==> src/rtl/ldm_pkg.sv <==
package ldm_pkg;

    localparam int OP_W = 6;

    localparam logic [OP_W-1:0] OP_BYTE_S  = 6'd32;
    localparam logic [OP_W-1:0] OP_HALF_S  = 6'd33;
    localparam logic [OP_W-1:0] OP_LEFT    = 6'd34;
    localparam logic [OP_W-1:0] OP_WORD    = 6'd35;
    localparam logic [OP_W-1:0] OP_BYTE_U  = 6'd36;
    localparam logic [OP_W-1:0] OP_HALF_U  = 6'd37;
    localparam logic [OP_W-1:0] OP_RIGHT   = 6'd38;
    localparam logic [OP_W-1:0] OP_LINKED  = 6'd48;

    typedef enum logic [2:0] {
        K_NONE,
        K_WORD,
        K_BYTE_S,
        K_BYTE_U,
        K_HALF_S,
        K_HALF_U,
        K_LEFT,
        K_RIGHT
    } ld_kind_e;

endpackage

==> src/rtl/ldm_decode.sv <==
module ldm_decode
    import ldm_pkg::*;
(
    input  logic [OP_W-1:0] op,
    output ld_kind_e        kind
);

    always_comb begin
        unique case (op)
            OP_WORD, OP_LINKED: kind = K_WORD;
            OP_BYTE_S:          kind = K_BYTE_S;
            OP_BYTE_U:          kind = K_BYTE_U;
            OP_HALF_S:          kind = K_HALF_S;
            OP_HALF_U:          kind = K_HALF_U;
            OP_LEFT:            kind = K_LEFT;
            OP_RIGHT:           kind = K_RIGHT;
            default:            kind = K_NONE;
        endcase
    end

endmodule

==> src/rtl/ldm_extract.sv <==
module ldm_extract
    import ldm_pkg::*;
#(
    parameter int DATA_W = 32,
    localparam int BYTES  = DATA_W / 8,
    localparam int HALVES = BYTES / 2,
    localparam int LANE_W = $clog2(BYTES)
) (
    input  logic [DATA_W-1:0] word,
    input  logic [LANE_W-1:0] lane,
    input  ld_kind_e          kind,
    output logic [DATA_W-1:0] ext_val
);

    logic [7:0]  sel_byte;
    logic [15:0] sel_half;
    logic [LANE_W-1:0] half_idx;

    assign half_idx = lane >> 1;

    // Byte lane 0 is the most significant byte (big-endian).
    always_comb begin
        sel_byte = '0;
        for (int i = 0; i < BYTES; i++) begin
            if (lane == LANE_W'(i)) sel_byte = word[DATA_W-1-8*i -: 8];
        end
    end

    // Halfword chosen by the upper lane bits; the lowest lane bit is ignored.
    always_comb begin
        sel_half = '0;
        for (int i = 0; i < HALVES; i++) begin
            if (half_idx == LANE_W'(i)) sel_half = word[DATA_W-1-16*i -: 16];
        end
    end

    always_comb begin
        unique case (kind)
            K_BYTE_S: ext_val = {{(DATA_W-8){sel_byte[7]}}, sel_byte};
            K_BYTE_U: ext_val = {{(DATA_W-8){1'b0}}, sel_byte};
            K_HALF_S: ext_val = {{(DATA_W-16){sel_half[15]}}, sel_half};
            K_HALF_U: ext_val = {{(DATA_W-16){1'b0}}, sel_half};
            default:  ext_val = '0;
        endcase
    end

endmodule

==> src/rtl/ldm_merge.sv <==
module ldm_merge #(
    parameter int DATA_W = 32,
    localparam int BYTES  = DATA_W / 8,
    localparam int LANE_W = $clog2(BYTES)
) (
    input  logic [DATA_W-1:0] word,
    input  logic [DATA_W-1:0] old,
    input  logic [LANE_W-1:0] lane,
    input  logic              left,
    output logic [DATA_W-1:0] merged
);

    // Result lane g (0 = most significant) takes a memory lane or keeps the old lane.
    // Left merge:  memory lane g+k for g < BYTES-k, old lane otherwise.
    // Right merge: memory lane g-(BYTES-k) for g >= BYTES-k, old lane otherwise
    //              (k = 0 keeps every old lane).
    for (genvar g = 0; g < BYTES; g++) begin : g_lane
        logic [7:0] res_lane;

        always_comb begin
            res_lane = old[DATA_W-1-8*g -: 8];
            for (int s = 0; s < BYTES; s++) begin
                if (left) begin
                    if (s == g + int'(lane)) res_lane = word[DATA_W-1-8*s -: 8];
                end else begin
                    if (s + BYTES - int'(lane) == g) res_lane = word[DATA_W-1-8*s -: 8];
                end
            end
        end

        assign merged[DATA_W-1-8*g -: 8] = res_lane;
    end

endmodule

==> src/rtl/ldm_align_top.sv <==
module ldm_align_top
    import ldm_pkg::*;
#(
    parameter int DATA_W = 32,
    parameter int IDX_W  = 5,
    localparam int LANE_W = $clog2(DATA_W / 8)
) (
    input  logic              clk,
    input  logic              rst_n,
    input  logic              ld_valid,
    input  logic [OP_W-1:0]   ld_op,
    input  logic [LANE_W-1:0] addr_lo,
    input  logic [DATA_W-1:0] mem_word,
    input  logic [DATA_W-1:0] rd_old,
    input  logic [IDX_W-1:0]  rd_idx,
    output logic              wr_en,
    output logic [DATA_W-1:0] wr_data
);

    typedef struct packed {
        logic              we;
        logic [DATA_W-1:0] data;
    } wb_t;

    ld_kind_e          kind;
    logic [DATA_W-1:0] ext_val;
    logic [DATA_W-1:0] merged;
    wb_t               wb_d, wb_q;

    ldm_decode u_decode (
        .op   (ld_op),
        .kind (kind)
    );

    ldm_extract #(.DATA_W(DATA_W)) u_extract (
        .word    (mem_word),
        .lane    (addr_lo),
        .kind    (kind),
        .ext_val (ext_val)
    );

    ldm_merge #(.DATA_W(DATA_W)) u_merge (
        .word   (mem_word),
        .old    (rd_old),
        .lane   (addr_lo),
        .left   (kind == K_LEFT),
        .merged (merged)
    );

    always_comb begin
        wb_d    = '0;
        wb_d.we = ld_valid && (kind != K_NONE) && (rd_idx != '0);
        unique case (kind)
            K_WORD:                              wb_d.data = mem_word;
            K_BYTE_S, K_BYTE_U, K_HALF_S, K_HALF_U: wb_d.data = ext_val;
            K_LEFT, K_RIGHT:                     wb_d.data = merged;
            default:                             wb_d.data = '0;
        endcase
        if (!wb_d.we) wb_d.data = '0;
    end

    always_ff @(posedge clk or negedge rst_n) begin
        if (!rst_n) wb_q <= '0;
        else        wb_q <= wb_d;
    end

    assign wr_en   = wb_q.we;
    assign wr_data = wb_q.data;

    AST_WORD_PASS: assert property (@(posedge clk) disable iff (!rst_n)
        (ld_valid && (ld_op == OP_WORD || ld_op == OP_LINKED) && rd_idx != '0)
        |=> (wr_en && wr_data == $past(mem_word)));

    AST_BYTE_U_HIGH_ZERO: assert property (@(posedge clk) disable iff (!rst_n)
        (ld_valid && ld_op == OP_BYTE_U) |=> (wr_data[DATA_W-1:8] == '0));

    AST_HALF_U_HIGH_ZERO: assert property (@(posedge clk) disable iff (!rst_n)
        (ld_valid && ld_op == OP_HALF_U) |=> (wr_data[DATA_W-1:16] == '0));

    AST_LEFT_K0_WORD: assert property (@(posedge clk) disable iff (!rst_n)
        (ld_valid && ld_op == OP_LEFT && addr_lo == '0 && rd_idx != '0)
        |=> (wr_data == $past(mem_word)));

    AST_RIGHT_K0_KEEP: assert property (@(posedge clk) disable iff (!rst_n)
        (ld_valid && ld_op == OP_RIGHT && addr_lo == '0 && rd_idx != '0)
        |=> (wr_data == $past(rd_old)));

    AST_R0_NO_WRITE: assert property (@(posedge clk) disable iff (!rst_n)
        (rd_idx == '0 || !ld_valid) |=> !wr_en);

    AST_IDLE_QUIET: assert property (@(posedge clk) disable iff (!rst_n)
        !wr_en |-> (wr_data == '0));

endmodule

==> config.mk <==
export PLATFORM = sky130hd
export DESIGN_NAME = ldm_align_top
export DESIGN_NICKNAME = d
export VERILOG_FILES = /design/src/rtl/ldm_pkg.sv /design/src/rtl/ldm_decode.sv /design/src/rtl/ldm_extract.sv /design/src/rtl/ldm_merge.sv /design/src/rtl/ldm_align_top.sv
export SDC_FILE = /design/constraint.sdc
export NUM_CORES = 1
export LEC_CHECK = 0
export CAP_MARGIN = 20
export CELL_PAD_IN_SITES_DETAIL_PLACEMENT = 0
export CELL_PAD_IN_SITES_GLOBAL_PLACEMENT = 1
export CORE_UTILIZATION = 35
export DETAILED_ROUTE_END_ITERATION = 12
export DONT_BUFFER_PORTS = 1
export PLACE_DENSITY_LB_ADDON = 0.1
export SETUP_SLACK_MARGIN = 0.3
export SYNTH_ARGS = -nofsm -noshare
export SYNTH_HDL_FRONTEND = slang
export SYNTH_SLANG_ARGS = --single-unit
==> constraint.sdc <==
create_clock -name clk -period 0.8 [get_ports clk]
set_input_delay 0.12 -clock clk [delete_from_list [all_inputs] [get_ports clk]]
set_output_delay 0.12 -clock clk [all_outputs]
set_load 0.005 [all_outputs]
==> key figures <==
Flow run
  – Max-capacitance violation count: 0

GRT
  – Total GRT Usage: 26.2%
  – Gr ovfl total: 0
  – Met3 Usage GRT: 5.30%
  – Largest net degree at the start of global routing: 85
  – Met1 Use GR: 37.1%
  – Met2 usage: 41.6%
  – First-pass GRT wire length: 19,100 µm
  – Global routing's busiest layer: met2
  – Initial antenna violation count: 0
  – Vias in the first global route: 3,149

Setup path
  – Crit Path Max Fanout: 6
  – CP cell instances: or4_4, o221a_4, and2_4, o311a_2, a211o_1
  – WS Path Type: primary input to flip-flop
  – CP endpoint kind: flip-flop
  – Worst endpoint required time: 970 ps
  – CP max-delay cell: or4_4
  – CP max stage delay: 510 ps
  – Crit start category: primary input
  – Critical Path AT: 1460 ps

Place
  – Placer Congestion: 0.834
  – Placed insts: 491
  – I/O Buffers: 0
  – Placed Area: 3430 µm²
  – Post-DP HPWL: 8300 µm
  – Place WS: -832 ps

Clock tree
  – Clk sinks: 33
  – Htree depth: 2
  – CTS buffer count: 5
  – Worst-case clock buffer depth: 2
  – Clock-pin slew on the worst setup and hold paths: 80 ps
  – CTS tree: built
  – Clock root buffer master: clkbuf_8

Layout
  – Nets: 472
  – Most frequent cells in the layout: nand2_1, dfrtp_1, a21oi_1
  – Layout area overhead: 13.3%
  – Layout cells sized above 1: 24.9%
  – Fin util: 41.3%
  – Final instance count without filler cells: 501
  – Final Cell Area: 3640 µm²
  – N_diodes: 0
  – Commonest non-fill, non-tap cell in the layout: nand2_1

Logic synthesis
  – Cell variety after synth: 55
  – Syn avg cell area: 8.24 µm²
  – Ys flop type: dfrtp_1
  – Mapped cell area: 3210 µm²
  – Synthesis-stage register bit count: 33
  – Seq/Total Area, Yosys: 25.7%
  – Post-Syn Nets: 470
  – Fraction of registers with async set/reset: 100%
  – Synth warn: 0
  – Synth Instances: 390
  – EDFF count, synth: 0

Drt
  – Detail Route Antenna Nets: 0
  – Post-route DRC: 12
  – DR iter-0 viols: 143
  – DRT Pass-1 Iters: 8
  – Vias per cell: 6.42
  – Total Wirelength: 12,300 µm
  – Drt wl/cell: 24.6 µm
  – Routed vias: 3,218

Timing
  – Unrepaired setup endpoints after global routing: yes
  – Final worst path period share: 160%
  – Hold_ws: -486 ps
  – Maximum clock frequency: 781 MHz
  – Setup tns final: -13,130 ps
  – Final setup viols: 47
  – Slew headroom: 76.6%
  – Fin. max-slew vios: 0
  – Worst-Margin Slew: 351 ps
  – Final setup margin: -480 ps
  – Tmin final: 1280 ps
  – Endpoints failing hold: 47

Power
  – Pwr/cell area: 1040 nW/µm²
  – P_leak: 0.00144 µW
  – Max rail drop VDD: 0.000552 V

Status
  – Status: finished with violations
  – Failing checks: DRC, hold timing, setup timing

Die
  – Initial core utilization: 36.5%
  – Die ar.: 9570 µm²
  – Placeable Area: 8810 µm²
  – Die width: 97.8 µm
  – Die Y: 97.8 µm
  – Site Rows: 34
  – I/O pins: 113

Hold path
  – Hold Crit Class: primary input to async pin
[metal layers]
metal  vias up  wire, µm
met1      1601      5590
met5         -         0
met2       118      5850
met4         0        94
met3         7       768
li1       1492         -
[worst max-delay path, delay by kind of cell]
| family | cells | cell delay, ps |
|---|---|---|
| AO/OA/AOI/OAI | 3 | 650 |
| AND/OR/NAND/NOR | 2 | 680 |
[synth_stat cells (3+ instances only)]
library cell | n | area share, %
nand2_1 | 61 | 7.1
dfrtp_1 | 33 | 26
a21oi_1 | 31 | 4.8
buf_2 | 21 | 3.3
o21ai_0 | 21 | 3.3
nand3_1 | 18 | 2.8
nor2_1 | 17 | 2.0
a221oi_1 | 14 | 3.8
a31oi_1 | 14 | 2.7
clkbuf_1 | 12 | 1.4
mux2i_1 | 12 | 3.7
mux4_2 | 11 | 7.7
nand2b_1 | 11 | 2.1
mux2_2 | 9 | 3.2
nor3_1 | 8 | 1.2
o211ai_1 | 8 | 1.9
buf_4 | 7 | 1.6
a211o_1 | 6 | 1.6
o21bai_1 | 6 | 1.4
o221ai_1 | 6 | 1.6
or3b_2 | 5 | 1.4
a211oi_1 | 4 | 0.93
inv_1 | 4 | 0.47
nor3b_1 | 4 | 0.93
o311a_2 | 4 | 1.4
o311ai_0 | 4 | 1.1
o31ai_1 | 4 | 0.93
and3_1 | 3 | 0.58
o22ai_1 | 3 | 0.58
[path summary, 6_finish.rpt]
kind                         startpoint               endpoint  slack [ps]
max in group asynchronous         rst_n  wr_data[12]$_DFF_PN0_        1200
worst min-delay path              rst_n   wr_data[6]$_DFF_PN0_        -490
min in group clk           mem_word[27]  wr_data[27]$_DFF_PN0_         -50
worst max-delay path          rd_idx[4]  wr_data[26]$_DFF_PN0_        -480
[state kept, by name, summed over array words and instances (netlist names)]
name and cells:
wr_en 1, wr_data 32
[through the flow]
step / hold slack [ps] / power (µW)
global route: -505 / 3980
detailed placement: -175 / 2490
floorplan: -176 / 2460
global placement: -175 / 2490
CTS: -493 / 3820
finish: -486 / 3780
[area by class of cell]
| class | instances | area (µm²) |
|---|---|---|
| inverters | 4 | 15.0 |
| fillers | 890 | 5170 |
| well taps | 108 | 135 |
| multi-input cells | 311 | 2250 |
| flip-flops and latches | 33 | 826 |
| clock buffers | 8 | 80.1 |
| repair buffers | 37 | 338 |
[cell families (layout without fill, tap and decap cells)]
logic type | after synthesis | count (layout) | share of synthesized area (%)
AO/OA/AOI/OAI | 136 | 136 | 29.6
buffers and inverters | 46 | 49 | 7.24
flip-flops | 33 | 33 | 25.7
multiplexers | 32 | 32 | 14.6
AND/OR/NAND/NOR | 143 | 143 | 22.9
[timing repair]
action / in CTS / in global routing
pin swaps: 9 / 5
endpoints found under the setup margin: 66 / 66
buffers inserted: 1 / 0
hold endpoints to repair: 48 / 47
gates cloned: 1 / 0
resized for setup: 15 / 9
[power breakdown]
part / internal [µW] / leakage, µW / switching (µW)
combinational: 461 / 0.000940 / 349
sequential: 1670 / 0.000461 / 4.18
clock: 620 / 0.0000395 / 676
(Power assumes the default switching activity.)
